$ cat src/rtl/wlk_pkg.sv
package wlk_pkg;
  typedef enum logic [1:0] {
    ST_IDLE = 2'd0,
    ST_RUN  = 2'd1,
    ST_READ = 2'd2
  } wlk_state_e;
endpackage

$ cat src/rtl/wlk_ramp_counter.sv
module wlk_ramp_counter #(
  parameter int CNT_W = 12
) (
  input  logic             clk,
  input  logic             rst_n,
  input  logic             clear_i,
  input  logic             run_i,
  output logic [CNT_W-1:0] count_o,
  output logic             last_o
);
  localparam logic [CNT_W-1:0] TOP = {CNT_W{1'b1}};

  logic [CNT_W-1:0] count_q;

  always_ff @(posedge clk or negedge rst_n) begin
    if (!rst_n) begin
      count_q <= '0;
    end else if (clear_i) begin
      count_q <= '0;
    end else if (run_i) begin
      count_q <= count_q + 1'b1;
    end
  end

  assign count_o = count_q;
  assign last_o  = (count_q == TOP);
endmodule

$ cat src/rtl/wlk_latch_bank.sv
module wlk_latch_bank #(
  parameter int N_CELLS = 8,
  parameter int CNT_W   = 12
) (
  input  logic                          clk,
  input  logic                          rst_n,
  input  logic                          arm_i,
  input  logic                          run_i,
  input  logic                          finish_i,
  input  logic [N_CELLS-1:0]            cmp_i,
  input  logic [CNT_W-1:0]              count_i,
  output logic [N_CELLS-1:0][CNT_W-1:0] words_o
);
  localparam logic [CNT_W-1:0] SAT = {CNT_W{1'b1}};

  for (genvar g = 0; g < N_CELLS; g++) begin : g_cell
    logic             held_q;
    logic [CNT_W-1:0] word_q;

    // capture on the first high comparator sample, or saturate at the window end
    always_ff @(posedge clk or negedge rst_n) begin
      if (!rst_n) begin
        held_q <= 1'b0;
        word_q <= '0;
      end else if (arm_i) begin
        held_q <= 1'b0;
      end else if (run_i && !held_q && (cmp_i[g] || finish_i)) begin
        held_q <= 1'b1;
        word_q <= cmp_i[g] ? count_i : SAT;
      end
    end

    assign words_o[g] = word_q;
  end
endmodule

$ cat src/rtl/wlk_stream_out.sv
module wlk_stream_out #(
  parameter int N_CELLS = 8,
  parameter int CNT_W   = 12
) (
  input  logic                          clk,
  input  logic                          rst_n,
  input  logic                          load_i,
  input  logic [N_CELLS-1:0][CNT_W-1:0] words_i,
  input  logic                          ready_i,
  output logic                          valid_o,
  output logic [CNT_W-1:0]              data_o,
  output logic                          last_o,
  output logic                          finished_o
);
  localparam int IW = (N_CELLS > 1) ? $clog2(N_CELLS) : 1;
  localparam logic [IW-1:0] LAST_IDX = IW'(N_CELLS - 1);

  logic          active_q;
  logic [IW-1:0] idx_q;
  logic          take;

  assign take = active_q && ready_i;

  always_ff @(posedge clk or negedge rst_n) begin
    if (!rst_n) begin
      active_q <= 1'b0;
      idx_q    <= '0;
    end else if (load_i) begin
      active_q <= 1'b1;
      idx_q    <= '0;
    end else if (take) begin
      if (idx_q == LAST_IDX) begin
        active_q <= 1'b0;
      end else begin
        idx_q <= idx_q + 1'b1;
      end
    end
  end

  assign valid_o    = active_q;
  assign data_o     = words_i[idx_q];
  assign last_o     = active_q && (idx_q == LAST_IDX);
  assign finished_o = take && (idx_q == LAST_IDX);
endmodule

$ cat src/rtl/wlk_adc_bank.sv
module wlk_adc_bank #(
  parameter int N_CELLS = 8,
  parameter int CNT_W   = 12
) (
  input  logic               clk,
  input  logic               rst_n,
  input  logic               start_i,
  input  logic [N_CELLS-1:0] cmp_i,
  input  logic               res_ready_i,
  output logic               ramp_en_o,
  output logic               res_valid_o,
  output logic [CNT_W-1:0]   res_data_o,
  output logic               res_last_o,
  output logic               done_o
);
  import wlk_pkg::*;

  wlk_state_e                  state_q;
  logic                        arm;
  logic                        run;
  logic                        cnt_last;
  logic                        finish;
  logic                        stream_fin;
  logic                        done_q;
  logic [CNT_W-1:0]            count;
  logic [N_CELLS-1:0][CNT_W-1:0] words;

  assign arm    = (state_q == ST_IDLE) && start_i;
  assign run    = (state_q == ST_RUN);
  assign finish = run && cnt_last;

  always_ff @(posedge clk or negedge rst_n) begin
    if (!rst_n) begin
      state_q <= ST_IDLE;
      done_q  <= 1'b0;
    end else begin
      done_q <= finish;
      case (state_q)
        ST_IDLE: if (start_i)    state_q <= ST_RUN;
        ST_RUN:  if (cnt_last)   state_q <= ST_READ;
        ST_READ: if (stream_fin) state_q <= ST_IDLE;
        default:                 state_q <= ST_IDLE;
      endcase
    end
  end

  wlk_ramp_counter #(.CNT_W(CNT_W)) u_cnt (
    .clk     (clk),
    .rst_n   (rst_n),
    .clear_i (arm),
    .run_i   (run),
    .count_o (count),
    .last_o  (cnt_last)
  );

  wlk_latch_bank #(.N_CELLS(N_CELLS), .CNT_W(CNT_W)) u_bank (
    .clk      (clk),
    .rst_n    (rst_n),
    .arm_i    (arm),
    .run_i    (run),
    .finish_i (finish),
    .cmp_i    (cmp_i),
    .count_i  (count),
    .words_o  (words)
  );

  wlk_stream_out #(.N_CELLS(N_CELLS), .CNT_W(CNT_W)) u_out (
    .clk        (clk),
    .rst_n      (rst_n),
    .load_i     (finish),
    .words_i    (words),
    .ready_i    (res_ready_i),
    .valid_o    (res_valid_o),
    .data_o     (res_data_o),
    .last_o     (res_last_o),
    .finished_o (stream_fin)
  );

  assign ramp_en_o = run;
  assign done_o    = done_q;
endmodule

$ cat config.mk
export PLATFORM = sky130hd
export DESIGN_NAME = wlk_adc_bank
export DESIGN_NICKNAME = d
export VERILOG_FILES = /design/src/rtl/wlk_pkg.sv /design/src/rtl/wlk_ramp_counter.sv /design/src/rtl/wlk_latch_bank.sv /design/src/rtl/wlk_stream_out.sv /design/src/rtl/wlk_adc_bank.sv
export SDC_FILE = /design/constraint.sdc
export NUM_CORES = 1
export LEC_CHECK = 0
export BUFFER_PORTS_ARGS = -buffer_cell sky130_fd_sc_hd__buf_4
export CORE_MARGIN = 4
export CORE_UTILIZATION = 35
export CTS_BUF_LIST = sky130_fd_sc_hd__clkbuf_4 sky130_fd_sc_hd__clkbuf_8
export DETAILED_ROUTE_END_ITERATION = 16
export PLACE_DENSITY = 0.55
export SYNTH_ARGS = -nofsm -noshare
export SYNTH_HDL_FRONTEND = slang
export SYNTH_SLANG_ARGS = --single-unit
$ cat constraint.sdc
create_clock -name clk -period 2.5 [get_ports clk]
set_input_delay 0.25 -clock clk [delete_from_list [all_inputs] [get_ports clk]]
set_output_delay 0.25 -clock clk [all_outputs]
set_load 0.005 [all_outputs]
---- Word level (Yosys, flattened, before mapping) ----
Index checks and enable logic that the tools add are counted.
operators by class
  multiplexer cells ....................... 38
  eq/ne operators ......................... 8
  add/sub/neg operators ................... 2
  bitwise gates (word level) .............. 1
  reductions and logical operators ........ 60
  magnitude comparators ................... 1
operators by type and width
  kind                   number
  $mux 12                11
  $bmux 12 s3            1
  $reduce_bool 2->1      11
  $logic_and 1x1->1      21
  $reduce_and 2->1       10
  $mux 1                 19
  $add 12x1->12 const B  1
  $eq 12x12->1 const B   1
  $mux 3                 3
  $logic_not 1->1        8
  $logic_or 1x1->1       8
  $mux 2                 3
  $ne 2x2->1 const B     3
  $pmux 2 s3             1
  $lt 3x4->1 const B     1
  $add 3x1->3 const B    1
  $eq 3x3->1 const B     1
  $reduce_and 3->1       1
  $eq 2x1->1 const B     1
  $eq 2x2->1 const B     1
  $logic_not 2->1        1
  $ne 2x1->1 const B     1
  $not 1->1              1
word-level totals
  bits of input ports ..................... 12
  word-level logic and storage cells ...... 131
  flip-flop bits (word level) ............. 123

---- Depth between registers and ports, before layout ----
Gate-level depths: netlist (run 1).
  depth after elaboration ................. 6
  depth in mapped cells ................... 6
  mapped depth without buffers ............ 5

---- Hierarchy ----
A second synthesis (run 1) with hierarchy kept.
second synthesis, totals
  cell total of the unflattened synthesis .. 487
  area, all modules ....................... 6543.8 sq um
modules (own cells, without submodules)
  module            sequential area each (sq um)  times used  area an instance (sq um)  cells each
  wlk_latch_bank    2602.5                        1           4813.4                    356
  wlk_stream_out    100.1                         1           1001.0                    60
  wlk_ramp_counter  300.3                         1           598.1                     60
  wlk_adc_bank      75.1                          1           131.4                     11

---- Worst setup path before layout (run 1) ----
Ideal clock, no wire load.
  path kind ............................... register to output
  from .................................... register u_out.idx_q[0]
  to ...................................... output res_data_o[0]
  arrival time ............................ 1.503 ns
  setup slack ............................. 0.747 ns
  cell stages (with the launch flop) ...... 5
  buffers on the path ..................... 2
  path through ............................ dfrtp_1 -> buf_2 -> buf_6 -> mux4_2 -> mux2_2
on the way
  longest elaborated chain between the ends .. 2
ends and longest elaborated chain
  item                           line                  source
  start, declared                wlk_stream_out.sv:19  logic [IW-1:0] idx_q;
  start signal, assigned         wlk_stream_out.sv:35  idx_q <= idx_q + 1'b1;
  $bmux 12 s3                    wlk_stream_out.sv:41  assign data_o = words_i[idx_q];
  $mux 12 (not written as such)  wlk_stream_out.sv:41
  end, declared                  wlk_adc_bank.sv:12    output logic [CNT_W-1:0] res_data_o,
No other way between the ends. The select of a mux whose other input is x is not followed.

---- Worst setup path after layout (run 1) ----
  from .................................... register u_out.idx_q[0]
  to ...................................... output res_data_o[11]
Same word-level chain as after synthesis.

==> results of run 1 <==
where the power goes:
group | internal, mW | leakage (nW) | switching, mW
registers | 2.70 | 1.61 | 0.719
clock network | 1.28 | 0.244 | 0.804
logic | 1.53 | 1.32 | 1.59
total | 5.51 | 3.17 | 3.12
flip-flops by register name (all words and copies together), names as in the netlist:
signal / count
u_out.idx_q: 3
done_o: 1
u_bank.g_cell.word_q: 96
u_cnt.count_o: 12
state_q: 2
u_bank.g_cell.held_q: 8
u_out.valid_o: 1
timing repair:
action,in CTS,in global routing
setup endpoints to repair,0,1
resized for setup,0,2
hold endpoints to repair,37,0
hold buffers,1,0
logic make-up after synthesis:
logic type	count (synthesis)
multiplexers	50
flip-flops	123
AND/OR/NAND/NOR	158
adder cells (fa/ha/maj)	3
AO/OA/AOI/OAI	217
buffers and inverters	66
XOR/XNOR	1
Yosys cell counts, drive strengths merged (3+ instances only):
cell / instances / share of area [%]
mux2i: 14 / 2.2
nor2: 107 / 6.4
a31oi: 3 / 0.30
dfrtp: 123 / 49
o21ai: 4 / 0.32
nand2: 11 / 0.66
nand4bb: 8 / 1.4
clkbuf: 40 / 2.4
buf: 24 / 2.6
mux4: 24 / 8.6
o22ai: 96 / 9.6
mux2: 12 / 2.2
ha: 3 / 0.60
nor3b: 8 / 0.96
nand3: 7 / 0.56
nand4: 3 / 0.54
nand3b: 3 / 0.36
and4: 3 / 0.42
a21oi: 104 / 8.3
area by class of cell:
cell class | count | area [um^2]
well taps | 225 | 282
clock buffers | 26 | 339
multi-input cells | 429 | 2870
clock inverters | 6 | 130
flip-flops and latches | 123 | 3080
repair buffers | 55 | 465
fillers | 1703 | 10200
inverters | 2 | 7.51
per-stage QoR:
| stage | setup slack, ns | hold slack [ns] | power, mW | util, % | cells |
|---|---|---|---|---|---|
| CTS | 0.0413 | 0.148 | 8.63 | 41.2 | 866 |
| finish | 0.118 | 0.169 | 8.63 | 41.2 | 866 |
| detailed placement | 0.432 | 0.288 | 6.55 | 38.4 | 833 |
| global route | 0.0291 | 0.162 | 9.17 | 41.2 | 866 |
| global placement | 0.518 | 0.282 | 6.40 | 38.4 | 833 |
| floorplan | 0.747 | -0.0456 | 5.46 | - | 618 |
worst register-to-register path: stages (launching register included):
cell and delay (ns):
dfrtp_1 0.58, ha_1 0.36, nand4_4 0.08, buf_4 0.68
a21oi_1 0.19
metal layers:
layer	up-vias	share of wire [%]	track usage (%)
met5	-	0	0
met4	0	1.4	5.86
met3	18	6.1	3.94
met2	192	47	29.6
met1	2660	45	26.9
li1	2331	-	-
how the worst min path moves through the flow:
| stage | start | to | slack, ns | cells after the start |
|---|---|---|---|---|
| floorplan | rst_n | done_o | -0.05 | 0 |
| global placement | rst_n | u_bank.g_cell[5].word_q[0] | 0.28 | 1 |
| detailed placement | rst_n | u_out.idx_q[1] | 0.29 | 1 |
| CTS | res_ready_i | u_out.valid_o | 0.15 | 3 |
| global route | res_ready_i | u_out.valid_o | 0.16 | 3 |
| finish | res_ready_i | u_out.valid_o | 0.17 | 3 |
==> flow_summary.json, run 1 <==
{
  "cts-buffers-inserted": 17,
  "cts_root_buf": "clkbuf_8",
  "via_per_inst": 6.01,
  "place_congestion": 0.784,
  "synthSimpleGateAreaFrac_pct": 12.3,
  "synth-compound-area-share_pct": 19.8,
  "crit_type": "flop to output pin",
  "mostFrequentLayoutCell": "dfrtp_1",
  "core_area_mm2": 0.0174,
  "worstHoldPathType": "primary input to flop",
  "drive_above_1_share_pct": 20.0,
  "cp_num_buf_inv": 2,
  "synth_fp_nets": 633,
  "muxShareOfSynthArea_pct": 13.0,
  "synth_cells": 618,
  "ys_types": 38,
  "antenna_cells": 0,
  "vias": 5201,
  "required_ns": 2.25,
  "endpoint": "res_data_o[11]",
  "critPathLaunchType": "flop",
  "critPathSlowestCell": "mux4_2",
  "r2r-end": "u_bank.g_cell[6].word_q[3]",
  "nets": 643,
  "rows": 48,
  "overflow": 0,
  "rrSetupSlack_ns": 0.43,
  "drc_errors": 0,
  "pwr_density_cell_mw_per_mm2": 1200,
  "worstSetupEndpointType": "output pin",
  "hpwl_um": 11600,
  "seq_area_frac_synth_pct": 49.1,
  "grt_pass1_vias": 5212,
  "worst_slew_pin_slew_ns": 0.869,
  "floorplan.initialDensity_pct": 36.0,
  "antenna_found_initial": 0,
  "wl_um": 18700,
  "hold_viol_final": 0,
  "die_h_um": 142,
  "clkLatencyLatePin_ns": 0.45,
  "synth_top_family_by_area": "compound AO/OA/AOI/OAI gates",
  "ys_warn_count": 0,
  "critPathLaunch": "u_out.idx_q[0]",
  "status": "complete, no violations",
  "final_area_mm2": 0.00718,
  "tritoncts": "yes",
  "r2r-start": "u_cnt.count_o[0]",
  "fin_crit_sh_pct": 95.3,
  "cp.depth": 4,
  "final_cell_mix": "120 x dfrtp_1, 107 x nor2_1, 104 x a21oi_1",
  "rsz0062_at_grt": "false",
  "drt_iter0_drc": 457,
  "drv_slew": 0,
  "yosys_most_used_dff": "dfrtp_1",
  "finalSetupViolCount": 0,
  "cts.sinks": 123,
  "routedWlPerCell_um": 21.6,
  "syn_to_final_growth_pct": 14.4,
  "avgSynthCellArea_um2": 10.1,
  "postCtsSetupBuffers": 0,
  "crit_family": "multiplexers",
  "synthAdderAreaFrac_pct": 0.598,
  "max_stage_delay_ns": 0.57,
  "rr_worst_depth": 4,
  "drt_pre_antenna_iters": 4,
  "max-cap-violations": 0,
  "synth-xor-area-share_pct": 0.140,
  "ios": 28,
  "clk_pin_slew_worst_paths_ns": 0.07,
  "die_area_mm2": 0.0201,
  "synth_edf_count": 0,
  "finalCriticalPeriod_ns": 2.38,
  "fin_skew_ns": 0.0127,
  "fp.dieW_um": 142,
  "yosys_register_bits": 123,
  "syn-cell-area_mm2": 0.00627,
  "final_antenna_net_count": 0,
  "cp_max_fo": 24,
  "post_dp_cell_area_mm2": 0.00670,
  "critPathArrivalTime_ns": 2.13,
  "leakage_nw": 3.17,
  "slew-limit-headroom_pct": 42.0,
  "htreeDepth": 4,
  "clockBufferDepth": 2,
  "crit_chain": "buf_12, mux4_2, mux2_2, buf_4",
  "tns_ns": 0,
  "ir_drop_v": 0.000538,
  "grt_pass1_wl_um": 29600,
  "async_flop_share_pct": 100,
  "max_freq_mhz": 420,
  "grt_usage_pct": 19.1,
  "grt_max_degree": 80,
  "numPortBuffers": 27
}
Note: power is estimated with default switching activity, not from simulation.
==> run 2: changes to the inputs <==
--- a/config.mk
+++ b/config.mk
@@ -10,7 +10,7 @@
 export CORE_UTILIZATION = 35
 export CTS_BUF_LIST = sky130_fd_sc_hd__clkbuf_4 sky130_fd_sc_hd__clkbuf_8
 export DETAILED_ROUTE_END_ITERATION = 16
-export PLACE_DENSITY = 0.55
+export PLACE_DENSITY = 0.57
 export SYNTH_ARGS = -nofsm -noshare
 export SYNTH_HDL_FRONTEND = slang
 export SYNTH_SLANG_ARGS = --single-unit
==> constraint.sdc (replaced) <==
create_clock -name clk -period 1.9 [get_ports clk]
set_input_delay 0.19 -clock clk [delete_from_list [all_inputs] [get_ports clk]]
set_output_delay 0.19 -clock clk [all_outputs]
set_load 0.005 [all_outputs]
==> run 2 against run 1 <==
Compared with the run above: the run now ends with setup timing left; worst hold slack worse by 0.045 ns; sequential power increased by 30%; clock skew about the same; register-to-register slack got worse by 0.17 ns; via count rose by 0.77%; routed wire length down 1.5%; global-route usage increased by 0.055 points; power rose by 34%; clock-buffer cell count down 1; sequential share of layout area shrank 1.2 points; critical path type unchanged; largest power group unchanged; highest routed layer unchanged.
==> flow_summary.json, run 2 (synthesis gave the netlist of run 1 again) <==
{
  "status": "complete, but fails checks",
  "violations": "setup timing",
  "hold_viol_final": 0,
  "drt_iter0_drc": 604,
  "cts_root_buf": "clkbuf_8",
  "core_area_mm2": 0.0174,
  "worstSetupEndpointType": "output pin",
  "drc_errors": 0,
  "syn_to_final_growth_pct": 17.6,
  "pwr_density_cell_mw_per_mm2": 1560,
  "vias": 5241,
  "tns_ns": -2.88,
  "leakage_nw": 3.28,
  "htreeDepth": 4,
  "grt_max_degree": 79,
  "cts-buffers-inserted": 17,
  "worst_slew_pin_slew_ns": 0.598,
  "tritoncts": "yes",
  "critPathLaunchType": "flop",
  "slew-limit-headroom_pct": 60.1,
  "largest_reg_flops": 96,
  "final_cell_mix": "121 x dfrtp_1, 107 x nor2_1, 104 x a21oi_1",
  "worstHoldPathType": "primary input to flop",
  "required_ns": 1.71,
  "critPathSlowestCell": "mux4_2",
  "antenna_cells": 0,
  "antenna_found_initial": 0,
  "grt_pass1_vias": 5023,
  "drv_slew": 0,
  "power_mw": 11.5,
  "crit_chain": "buf_12, mux4_2, mux2_4, buf_6",
  "die_area_mm2": 0.0201,
  "regMostFlops": "u_bank.g_cell.word_q",
  "hpwl_um": 12800,
  "cts.sinks": 123,
  "overflow": 0,
  "grt_usage_pct": 19.1,
  "clkLatencyLatePin_ns": 0.44,
  "rows": 48,
  "fin_crit_sh_pct": 113,
  "max_stage_delay_ns": 0.52,
  "finalCriticalPeriod_ns": 2.15,
  "finalWorstSetupSlack_ns": -0.249,
  "critPathArrivalTime_ns": 1.96,
  "finalSetupViolCount": 13,
  "rsz0062_at_grt": "true",
  "numPortBuffers": 27,
  "crit_type": "flop to output pin",
  "via_per_inst": 5.93,
  "clockBufferDepth": 2,
  "drt_pre_antenna_iters": 5,
  "post-route-util_pct": 42.3,
  "max_freq_mhz": 465,
  "clk_pin_slew_worst_paths_ns": 0.07,
  "nets": 661,
  "max-cap-violations": 0,
  "grt_pass1_wl_um": 29200,
  "floorplan.initialDensity_pct": 36.0,
  "drive_above_1_share_pct": 22.2,
  "ios": 28,
  "mostFrequentLayoutCell": "dfrtp_1",
  "wl_um": 18400,
  "fp.dieW_um": 142,
  "final_antenna_net_count": 0,
  "routedWlPerCell_um": 20.9,
  "place_congestion": 0.843,
  "fin_skew_ns": 0.0126,
  "cp_max_fo": 17,
  "ir_drop_v": 0.000889,
  "die_h_um": 142
}
-- run 2: cell types whose count changed in the layout (fill, tap and decap cells not counted), moves of 2 or more --
cell / change
clkbuf_8: -2
mux2_4: +8
mux2_2: -8
buf_4: +9
buf_6: +8
-- run 2: final timing paths --
kind	from	endpoint	slack, ns	cells past startpoint
worst min register to register	u_cnt.count_o[4]	u_cnt.count_o[4]	0.57	1
worst min-delay path	cmp_i[7]	u_bank.g_cell[7].word_q[3]	0.12	3
worst max-delay path	u_out.idx_q[0]	res_data_o[8]	-0.25	4
max in group asynchronous	rst_n	u_bank.g_cell[4].word_q[4]	0.90	3
worst max register to register	u_out.idx_q[0]	u_out.idx_q[1]	0.26	6
min in group asynchronous	rst_n	u_bank.g_cell[5].word_q[5]	0.31	2
-- run 2: report_power, final --
part / internal, mW / total, mW / switching (mW) / leakage [nW]
Clock: 1.62 / 2.64 / 1.02 / 0.238
Combinational: 2.19 / 4.42 / 2.23 / 1.43
Sequential: 3.55 / 4.46 / 0.915 / 1.61
Total: 7.36 / 11.5 / 4.17 / 3.28
-- run 2: final cells by class --
| type | count | area, um^2 |
|---|---|---|
| fillers | 1676 | 10000 |
| flip-flops and latches | 123 | 3080 |
| multi-input cells | 429 | 2900 |
| repair buffers | 73 | 643 |
| clock buffers | 25 | 319 |
| well taps | 225 | 282 |
| clock inverters | 7 | 135 |
| inverters | 2 | 11.3 |
-- run 2: repair_timing --
action / 4_1_cts / 5_1_grt
buffers inserted: 1 / 0
endpoints found under the setup margin: 14 / 13
hold buffers: 1 / 0
endpoints found under the hold margin: 35 / 0
gates resized for setup: 14 / 4
-- run 2: worst max-delay path, delay by kind of cell (launching register included) --
family,cells,cell delay [ns]
buffers and inverters,2,0.31
flip-flops,1,0.40
multiplexers,2,0.82
-- run 2: layer usage --
layer	vias to the layer above	part of all wire, %	track usage (%)
li1	2360	-	-
met1	2622	44	27.0
met2	227	46	29.1
met3	32	7.1	4.42
met4	0	2.4	6.36
met5	-	0	0
-- run 2: metrics by stage --
step	hold slack, ns	area, um^2	setup WS [ns]	instances
2_1_floorplan	-0.106	6270	0.207	618
3_3_place_gp	0.233	6840	0.189	850
3_5_place_dp	0.240	6840	0.174	850
4_1_cts	0.0930	7360	-0.290	884
5_1_grt	0.0864	7370	-0.342	884
6_report	0.123	7370	-0.249	884
==> run 3: changes to the inputs <==
--- a/config.mk
+++ b/config.mk
@@ -11,6 +11,7 @@
 export CTS_BUF_LIST = sky130_fd_sc_hd__clkbuf_4 sky130_fd_sc_hd__clkbuf_8
 export DETAILED_ROUTE_END_ITERATION = 16
 export PLACE_DENSITY = 0.57
+export REMOVE_ABC_BUFFERS = 1
 export SYNTH_ARGS = -nofsm -noshare
 export SYNTH_HDL_FRONTEND = slang
 export SYNTH_SLANG_ARGS = --single-unit
==> run 3 against run 2 <==
Compared with the run above: the run still ends with setup timing left; utilization grew 0.057 points; design area increased by 0.14%; fmax fell by 0.88%; critical endpoint is now res_data_o[2].
==> flow_summary.json, run 3 (synthesis gave the netlist of run 1 again) <==
{
  "status": "complete, but fails checks",
  "violations": "setup timing",
  "critPathLaunchType": "flop",
  "mostFrequentLayoutCell": "dfrtp_1",
  "core_area_mm2": 0.0174,
  "tns_ns": -2.98,
  "fp.dieW_um": 142,
  "crit_family": "multiplexers",
  "rows": 48,
  "clk_pin_slew_worst_paths_ns": 0.07,
  "tritoncts": "yes",
  "clkLatencyLatePin_ns": 0.45,
  "die_h_um": 142,
  "grt_max_degree": 75,
  "placed_cells": 850,
  "nets": 661,
  "antenna_cells": 0,
  "drc_errors": 0,
  "max_stage_delay_ns": 0.51,
  "hold-worst-slack_ns": 0.113,
  "power_mw": 11.5,
  "place_congestion": 0.868,
  "worstSetupEndpointType": "output pin",
  "final_antenna_net_count": 0,
  "crit_chain": "buf_12, mux4_2, mux2_2, buf_4",
  "via_per_inst": 6.06,
  "hold_viol_final": 0,
  "drt_pre_antenna_iters": 5,
  "fin_crit_sh_pct": 114,
  "critPathArrivalTime_ns": 1.98,
  "finalWorstSetupSlack_ns": -0.268,
  "n_fill_cell": 1674,
  "worstHoldPathType": "primary input to flop",
  "slew-limit-headroom_pct": 66.2,
  "numPortBuffers": 27,
  "ir_drop_v": 0.000607,
  "drt_iter0_drc": 499,
  "ios": 28,
  "grt_pass1_vias": 5305,
  "antenna_found_initial": 0,
  "regMostFlops": "u_bank.g_cell.word_q",
  "post-route-util_pct": 42.4,
  "cts-buffers-inserted": 17,
  "overflow": 0,
  "critPathSlowestCell": "mux4_2",
  "finalSetupViolCount": 12,
  "rsz0062_at_grt": "true",
  "syn_to_final_growth_pct": 17.7,
  "htreeDepth": 4,
  "rrSetupSlack_ns": 0.17,
  "final_cell_mix": "121 x dfrtp_1, 107 x nor2_1, 104 x a21oi_1",
  "max-cap-violations": 0,
  "cp_max_fo": 12,
  "pwr_density_cell_mw_per_mm2": 1560,
  "clockBufferDepth": 2,
  "worst_slew_pin_slew_ns": 0.506,
  "cp_num_buf_inv": 2,
  "finalCriticalPeriod_ns": 2.17,
  "wl_um": 19100,
  "fin_skew_ns": 0.00699,
  "die_area_mm2": 0.0201,
  "cts_root_buf": "clkbuf_8",
  "largest_reg_flops": 96,
  "crit_type": "flop to output pin",
  "floorplan.initialDensity_pct": 36.0,
  "hpwl_um": 12700,
  "max_freq_mhz": 461,
  "drive_above_1_share_pct": 22.3,
  "cts.sinks": 123,
  "final_cells": 883,
  "required_ns": 1.71,
  "grt_pass1_wl_um": 30400,
  "leakage_nw": 3.27,
  "vias": 5351,
  "grt_usage_pct": 19.8,
  "drv_slew": 0,
  "routedWlPerCell_um": 21.6
}
## run 3: cell types whose count changed in the layout (fill, tap and decap cells not counted), sizes merged
| cell | previous run | this run |
|---|---|---|
| bufinv | 4 | 3 |
| clkbuf | 25 | 24 |
| clkinv | 3 | 4 |
## run 3: path summary, 6_finish.rpt
path,start,endpoint,depth (start not counted)
worst max-delay path,u_out.idx_q[0],res_data_o[2],4
worst min-delay path,cmp_i[6],u_bank.g_cell[6].word_q[3],3
worst max register to register,u_out.idx_q[0],u_out.idx_q[0],6
worst min register to register,u_out.valid_o,u_out.valid_o,1
max in group asynchronous,rst_n,state_q[1],3
min in group asynchronous,rst_n,u_bank.g_cell[7].held_q,2
## run 3: layout make-up
type	count	area [um^2]	share of cell area (%)
clock buffer	24	324	4.39
multi-input combinational	429	2930	39.6
tap	225	282	3.81
clock inverter	7	110	1.49
inverter	2	11.3	0.153
timing repair buffer	73	651	8.81
sequential	123	3080	41.7
## run 3: tightest hold or removal path: cells and delay by family
kind / cells / cell delay, ns
buffers and inverters: 1 / 0.17
AO/OA/AOI/OAI: 1 / 0.07
AND/OR/NAND/NOR: 1 / 0.09
## run 3: metal layers
metal / vias up / wire length [um] / global-route usage [%]
met4: 0 / 448 / 8.23
met5: - / 0 / 0
li1: 2367 / - / -
met2: 262 / 9110 / 30.5
met3: 32 / 1270 / 4.38
met1: 2690 / 8290 / 27.0
## run 3: where the power goes
part / internal [mW] / switching (mW)
Combinational: 2.25 / 2.32
Sequential: 3.55 / 0.866
Clock: 1.51 / 1.06
## run 3: repair_timing
| item | in CTS | in global routing |
|---|---|---|
| setup buffers | 1 | 0 |
| hold endpoints to repair | 28 | 0 |
| setup endpoints to repair | 14 | 13 |
| hold buffers | 1 | 0 |
| gates resized for setup | 24 | 2 |
## run 3: through the flow
step,area (um^2),setup slack (ns)
finish,7380,-0.268
detailed placement,6840,0.154
floorplan,5960,-0.367
CTS,7380,-0.292
global route,7380,-0.330
global placement,6840,0.169
